`src/rtl/ipf_pkg.sv`:
```
package ipf_pkg;
  typedef enum logic [1:0] {
    TRG_MISS = 2'd0,
    TRG_HIT  = 2'd1,
    TRG_ANY  = 2'd2,
    TRG_OFF  = 2'd3
  } trig_e;

  typedef enum logic [2:0] {
    OP_NONE   = 3'd0,
    OP_SUSP   = 3'd1,
    OP_RESUME = 3'd2,
    OP_PSTART = 3'd3,
    OP_PEND   = 3'd4
  } op_e;

  localparam logic [2:0] SEL_CTRL  = 3'd0;
  localparam logic [2:0] SEL_BASE0 = 3'd1;
  localparam logic [2:0] SEL_SIZE0 = 3'd2;
  localparam logic [2:0] SEL_BASE1 = 3'd3;
  localparam logic [2:0] SEL_SIZE1 = 3'd4;

  typedef struct packed {
    logic       auto_on;
    logic       en1;
    logic       en0;
    logic [1:0] trig;
    logic       desc;
  } ctrl_t;
endpackage

```
`src/rtl/ipf_region_match.sv`:
```
module ipf_region_match #(
  parameter int AW = 24
) (
  input  logic          en,
  input  logic [AW-1:0] base,
  input  logic [AW-1:0] size,
  input  logic [AW-1:0] addr,
  output logic          hit
);
  logic [AW-1:0] offs;

  always_comb begin
    offs = addr - base;
    hit  = en && (addr >= base) && (offs < size);
  end
endmodule

```
`src/rtl/ipf_walker.sv`:
```
module ipf_walker #(
  parameter int AW        = 24,
  parameter int CAP_BYTES = 4096
) (
  input  logic          clk,
  input  logic          rst_n,
  input  logic          start,
  input  logic [AW-1:0] st_addr,
  input  logic [AW-1:0] st_size,
  input  logic          st_desc,
  input  logic [AW-1:0] lmask,
  input  logic [AW-1:0] lbytes,
  input  logic          adv,
  output logic          busy,
  output logic [AW-1:0] cur
);
  localparam logic [AW-1:0] CAPW = AW'(CAP_BYTES);

  logic          busy_q, busy_d;
  logic          desc_q, desc_d;
  logic [AW-1:0] cur_q, cur_d, end_q, end_d;
  logic [AW-1:0] sz_eff, lo, hi;

  always_comb begin
    sz_eff = (st_size > CAPW) ? CAPW : st_size;
    lo     = st_addr & lmask;
    hi     = (st_addr + sz_eff - AW'(1)) & lmask;
    busy_d = busy_q;
    desc_d = desc_q;
    cur_d  = cur_q;
    end_d  = end_q;
    if (start && (sz_eff != '0)) begin
      busy_d = 1'b1;
      desc_d = st_desc;
      cur_d  = st_desc ? hi : lo;
      end_d  = st_desc ? lo : hi;
    end else if (adv && busy_q) begin
      if (cur_q == end_q) busy_d = 1'b0;
      else cur_d = desc_q ? (cur_q - lbytes) : (cur_q + lbytes);
    end
  end

  always_ff @(posedge clk or negedge rst_n) begin
    if (!rst_n) begin
      busy_q <= 1'b0;
      desc_q <= 1'b0;
      cur_q  <= '0;
      end_q  <= '0;
    end else begin
      busy_q <= busy_d;
      desc_q <= desc_d;
      cur_q  <= cur_d;
      end_q  <= end_d;
    end
  end

  assign busy = busy_q;
  assign cur  = cur_q;
endmodule

```
`src/rtl/ipf_engine.sv`:
```
module ipf_engine
  import ipf_pkg::*;
#(
  parameter int AW        = 24,
  parameter int CAP_BYTES = 4096,
  parameter int NREG      = 2
) (
  input  logic          clk,
  input  logic          rst_n,
  input  logic          cfg_we,
  input  logic [2:0]    cfg_sel,
  input  logic [AW-1:0] cfg_wdata,
  input  logic [1:0]    line_sz,
  input  logic          lk_valid,
  input  logic [AW-1:0] lk_addr,
  input  logic          lk_hit,
  input  logic          op_valid,
  input  logic [2:0]    op_code,
  input  logic          op_flag,
  input  logic [AW-1:0] op_addr,
  input  logic [AW-1:0] op_size,
  input  logic          op_desc,
  output logic          fill_valid,
  output logic [AW-1:0] fill_addr,
  input  logic          fill_ready,
  output logic          auto_active,
  output logic          prev_auto,
  output logic          pre_done
);
  localparam int CW = $bits(ctrl_t);

  ctrl_t         ctrl_q;
  logic [AW-1:0] base_q [NREG];
  logic [AW-1:0] size_q [NREG];
  logic [NREG-1:0] en_v, rhit;

  logic          auto_q, auto_d, prev_q, prev_d;
  logic          fv_q, fv_d, fsrc_q, fsrc_d;
  logic [AW-1:0] fa_q, fa_d;
  logic [AW-1:0] lbytes, lmask, lk_line, auto_tgt;
  logic          trig_ok, auto_fire, pstart, adv, w_busy;
  logic [AW-1:0] w_cur;

  // line length
  always_comb begin
    lbytes = (line_sz == 2'd3) ? AW'(64) : (AW'(16) << line_sz);
    lmask  = ~(lbytes - AW'(1));
  end

  assign en_v = {ctrl_q.en1, ctrl_q.en0};

  // configuration registers
  always_ff @(posedge clk or negedge rst_n) begin
    if (!rst_n) begin
      ctrl_q <= '0;
    end else if (cfg_we && cfg_sel == SEL_CTRL) begin
      ctrl_q <= ctrl_t'(cfg_wdata[CW-1:0]);
    end
  end

  for (genvar g = 0; g < NREG; g++) begin : g_reg
    localparam logic [2:0] SB = 3'(1 + 2 * g);
    localparam logic [2:0] SS = 3'(2 + 2 * g);
    always_ff @(posedge clk or negedge rst_n) begin
      if (!rst_n) begin
        base_q[g] <= '0;
        size_q[g] <= '0;
      end else begin
        if (cfg_we && cfg_sel == SB) base_q[g] <= cfg_wdata;
        if (cfg_we && cfg_sel == SS) size_q[g] <= cfg_wdata;
      end
    end
    ipf_region_match #(.AW(AW)) u_match (
      .en  (en_v[g]),
      .base(base_q[g]),
      .size(size_q[g]),
      .addr(lk_addr),
      .hit (rhit[g])
    );
  end

  // autoload trigger
  always_comb begin
    unique case (ctrl_q.trig)
      TRG_MISS: trig_ok = !lk_hit;
      TRG_HIT:  trig_ok = lk_hit;
      TRG_ANY:  trig_ok = 1'b1;
      default:  trig_ok = 1'b0;
    endcase
    lk_line   = lk_addr & lmask;
    auto_tgt  = ctrl_q.desc ? (lk_line - lbytes) : (lk_line + lbytes);
    auto_fire = lk_valid && auto_q && !w_busy && trig_ok && (|rhit);
  end

  // operation decode and autoload state
  assign pstart = op_valid && (op_code == OP_PSTART) && !w_busy;

  always_comb begin
    auto_d = auto_q;
    prev_d = prev_q;
    if (cfg_we && cfg_sel == SEL_CTRL) auto_d = cfg_wdata[CW-1];
    if (op_valid) begin
      unique case (op_code)
        OP_SUSP: begin
          prev_d = auto_q;
          auto_d = 1'b0;
        end
        OP_RESUME: auto_d = op_flag;
        OP_PSTART: if (pstart) begin
          prev_d = auto_q;
          auto_d = 1'b0;
        end
        OP_PEND: if (op_flag) auto_d = 1'b1;
        default: ;
      endcase
    end
  end

  // manual walk
  assign adv = fv_q && fill_ready && fsrc_q;

  ipf_walker #(.AW(AW), .CAP_BYTES(CAP_BYTES)) u_walk (
    .clk    (clk),
    .rst_n  (rst_n),
    .start  (pstart),
    .st_addr(op_addr),
    .st_size(op_size),
    .st_desc(op_desc),
    .lmask  (lmask),
    .lbytes (lbytes),
    .adv    (adv),
    .busy   (w_busy),
    .cur    (w_cur)
  );

  // single request slot
  always_comb begin
    fv_d   = fv_q;
    fa_d   = fa_q;
    fsrc_d = fsrc_q;
    if (fv_q) begin
      if (fill_ready) fv_d = 1'b0;
    end else if (w_busy) begin
      fv_d   = 1'b1;
      fa_d   = w_cur;
      fsrc_d = 1'b1;
    end else if (auto_fire) begin
      fv_d   = 1'b1;
      fa_d   = auto_tgt;
      fsrc_d = 1'b0;
    end
  end

  always_ff @(posedge clk or negedge rst_n) begin
    if (!rst_n) begin
      auto_q <= 1'b0;
      prev_q <= 1'b0;
      fv_q   <= 1'b0;
      fa_q   <= '0;
      fsrc_q <= 1'b0;
    end else begin
      auto_q <= auto_d;
      prev_q <= prev_d;
      fv_q   <= fv_d;
      fa_q   <= fa_d;
      fsrc_q <= fsrc_d;
    end
  end

  assign fill_valid  = fv_q;
  assign fill_addr   = fa_q;
  assign auto_active = auto_q;
  assign prev_auto   = prev_q;
  assign pre_done    = !w_busy;
endmodule

```
`config.mk`:
```
export PLATFORM = sky130hd
export DESIGN_NAME = ipf_engine
export DESIGN_NICKNAME = d
export VERILOG_FILES = /design/src/rtl/ipf_pkg.sv /design/src/rtl/ipf_region_match.sv /design/src/rtl/ipf_walker.sv /design/src/rtl/ipf_engine.sv
export SDC_FILE = /design/constraint.sdc
export NUM_CORES = 1
export LEC_CHECK = 0
export BUFFER_PORTS_ARGS = -buffer_cell sky130_fd_sc_hd__buf_2
export CAP_MARGIN = 20
export CORE_MARGIN = 2
export CORE_UTILIZATION = 60
export CTS_CLUSTER_SIZE = 25
export DETAILED_ROUTE_END_ITERATION = 8
export PLACE_DENSITY = 0.81
export SLEW_MARGIN = 20
export SYNTH_ARGS = -nofsm -noshare
export SYNTH_HDL_FRONTEND = slang
export SYNTH_SLANG_ARGS = --single-unit
```
`constraint.sdc`:
```
create_clock -name clk -period 6 [get_ports clk]
set_input_delay 1.2 -clock clk [delete_from_list [all_inputs] [get_ports clk]]
set_output_delay 1.2 -clock clk [all_outputs]
set_load 0.02 [all_outputs]
```
==> out/qor.yml <==
sta:
  period_minus_slack_ns: 5.59
  hold_viol: 0
  rsz0062_at_grt: "false"
  fin_crit_sh: 0.931
  maxSlewViolCount: 0
  skew_ns: 0.00949
  relSlewSlack: 0.431
  finalSetupViolations: 0
  fmax_ghz: 0.179
  tightest_slew_ns: 0.853
  tns_ns: 0
die:
  row_count: 56
  num_io_pins: 141
  core_area_um2: 23300
  die_x_um: 158
  die_y_um: 158
  die_area_um2: 24900
  initial_core_util: 0.608
place:
  dp_hpwl_mm: 28.2
  placed_area_um2: 15300
  portBuffers: 137
  gp_congestion: 0.944
pwr:
  power_leakage_nw: 7.83
  vdd_ir_drop_max_uv: 203
  powerDensity_nw_per_um2: 390
worst_setup_path:
  worstSetupPathType: "in -> reg"
  critPathSlowestCell: "fa_1"
  crit_fanout: 11
  crit_required_ns: 6.32
  critical_path.cell_chain: "buf_2 > inv_1 > ha_1 > fa_1 > nor2b_1 > o21ai_0 > nand2b_1 > a21oi_2 > o21ai_0 > a31oi_1 > o21ai_0 > a2111oi_0 > a311o_1 > ha_1 > nand3_1 > nor3_1 > nor4b_2 > o31ai_1 > o2111a_1 > nand4_1 > nor4_4 > o31ai_4 > buf_12 > mux2_2"
  startpoint_type: "input port"
  cpMostUsedCell: "o21ai_0"
  cpPeakStageDelay_ns: 0.40
  cp.arrival_ns: 5.91
  crit_start: "lk_addr[0]"
  endpoint_kind: "register"
  r2r_start: "base_q[24]"
layout:
  area_delta_synth_final_pct: 12.2
  nNetsFinal: 2078
  antenna_cells: 0
  finish.utilization: 0.682
  fin_area_um2: 15900
  drive_gt1_frac: 0.158
routing:
  drt-pass1-iter-count: 5
  via_per_inst: 5.82
  drc: 0
  drt_iter0_markers: 970
  avgRoutedWirePerCell_um: 17.1
  totalWireLength_mm: 36.2
  ant_nets: 0
  vias: 12300
clock_network:
  insertion_delay_ns: 0.44
  cts.sinks: 169
  cts_root_buf: "clkbuf_16"
  cts_setup_buffers: 0
  ctsLongestPathBuffers: 2
  cts_resized: 0
  htree_num_levels: 4
  cts_made_buffers: 17
  cts_tree: "done"
  cts.clk_slew.worst_paths_ns: 0.07
  hold_buffers: 0
synth:
  async_flop_share: 1.00
  synth_top_area_frac: 0.298
  ys_warn_count: 0
  synth-main-ff-cell: "dfrtp_1"
  seq_area_frac_synth: 0.298
  synth_area_leaders: "dfrtp_1 (30%), ha_1 (16%), o21ai_0 (5.3%)"
  syn_area_um2: 14200
  synth.distinct_cells: 80
  avgSynthCellArea_um2: 8.55
  yosysMostFrequentCell: "inv_1"
  yosys.area.top_type: "dfrtp_1"
  synth_common_cells: "inv_1 (180), ha_1 (177), dfrtp_1 (169), nand2_1 (168), o21ai_0 (150)"
  synth_edf_count: 0
  synthCells: 1659
  synth_seq_cells: 169
grt:
  grt_pass1_wl_mm: 58.6
  grt_max_degree: 67
  track_usage: 0.296
  grt_pass1_vias: 12100
  antenna_found_initial: 0
  globalRouteOverflowTotal: 0
min_path:
  hold_start: "fill_addr[3]"
  hp-class: "reg -> reg"
run_status:
  status: "finished clean"
run:
  cap_violations: 0
==> metrics by stage <==
step | power (W) | hold WS [ns] | worst slack [ns] | cells
5_1_grt | 0.00666 | 0.501 | 0.00220 | 2118
3_5_place_dp | 0.00496 | 0.481 | -0.0424 | 2086
4_1_cts | 0.00618 | 0.496 | 0.402 | 2118
6_report | 0.00620 | 0.488 | 0.414 | 2118
2_1_floorplan | 0.00412 | 0.461 | 0.448 | 1670
3_3_place_gp | 0.00486 | 0.462 | 0.122 | 2086
==> cell families after synthesis <==
logic type      count (synthesis)  share of synthesized area
compound gates                461                      0.201
simple gates                  421                      0.144
buf+inv                       245                     0.0671
fa+ha+maj                     179                      0.159
flops                         169                      0.298
xor+xnor                      108                     0.0667
mux                            74                     0.0626
other cells                     2                   0.000530
==> cell usage in the layout (no fill, tap or decap), types with 9 or more instances in the layout <==
master	count
inv_1	180
ha_1	177
dfrtp_1	169
nand2_1	168
o21ai_0	150
buf_2	136
a21oi_1	128
nor2_1	70
xnor2_1	60
xor2_1	48
a21o_1	45
mux2_2	41
nand3_1	31
nor2b_1	25
nand4_1	24
buf_4	22
nor3_1	21
o21a_1	19
mux2_4	19
clkbuf_16	17
nand2b_1	16
a31oi_1	16
mux2i_1	14
conb_1	13
nor4_1	12
o22ai_1	11
o21bai_1	9
a211oi_1	9
==> where the power goes <==
| part | leakage (nW) | switching (W) | internal [W] |
|---|---|---|---|
| Clock | 0.303 | 0.000502 | 0.000667 |
| Sequential | 2.05 | 0.000275 | 0.00148 |
| Combinational | 5.48 | 0.00179 | 0.00148 |
| Total | 7.83 | 0.00257 | 0.00363 |
==> state kept, by name, summed over array words and instances (netlist names) <==
| name | count |
|---|---|
| fill_valid | 1 |
| ctrl_q | 5 |
| base_q | 48 |
| size_q | 48 |
| u_walk.busy | 1 |
| fsrc_q | 1 |
| auto_active | 1 |
| u_walk.cur | 21 |
| u_walk.end_q | 20 |
| prev_auto | 1 |
| fill_addr | 21 |
| u_walk.desc_q | 1 |
==> worst max-delay path: cells and delay by family <==
family	cells	cell delay, ns
AOI/OAI and AO/OA	10	1.99
buffers and inverters	3	0.32
muxes	1	0.34
and+or+nand+nor	7	1.14
adders and majority gates	3	0.91
==> layout make-up <==
type / instances / area, µm²
multi-input combinational: 1256 / 9090
tap: 319 / 399
fill: 1875 / 7430
sequential: 169 / 4230
clock inverter: 14 / 181
timing repair buffer: 161 / 897
inverter: 181 / 679
clock buffer: 18 / 429
==> routing by layer <==
layer	global-route usage	routed length, µm	vias to the layer above
li1	-	-	6063
met1	0.366	15700	5791
met2	0.515	17400	382
met3	0.0422	1770	90
met4	0.128	1390	0
met5	0	0	-
==> final timing paths <==
kind                           endpoint  slack (ns)  cells after the start
max                        fill_addr[4]        0.41                     24
min                        fill_addr[3]        0.49                      1
max reg2reg                fill_addr[4]        0.93                     22
min reg2reg                fill_addr[3]        0.49                      1
max in group asynchronous    size_q[29]        4.04                      2
min in group asynchronous     size_q[1]        0.71                      1
No activity file was read; power rests on OpenSTA's default activity.
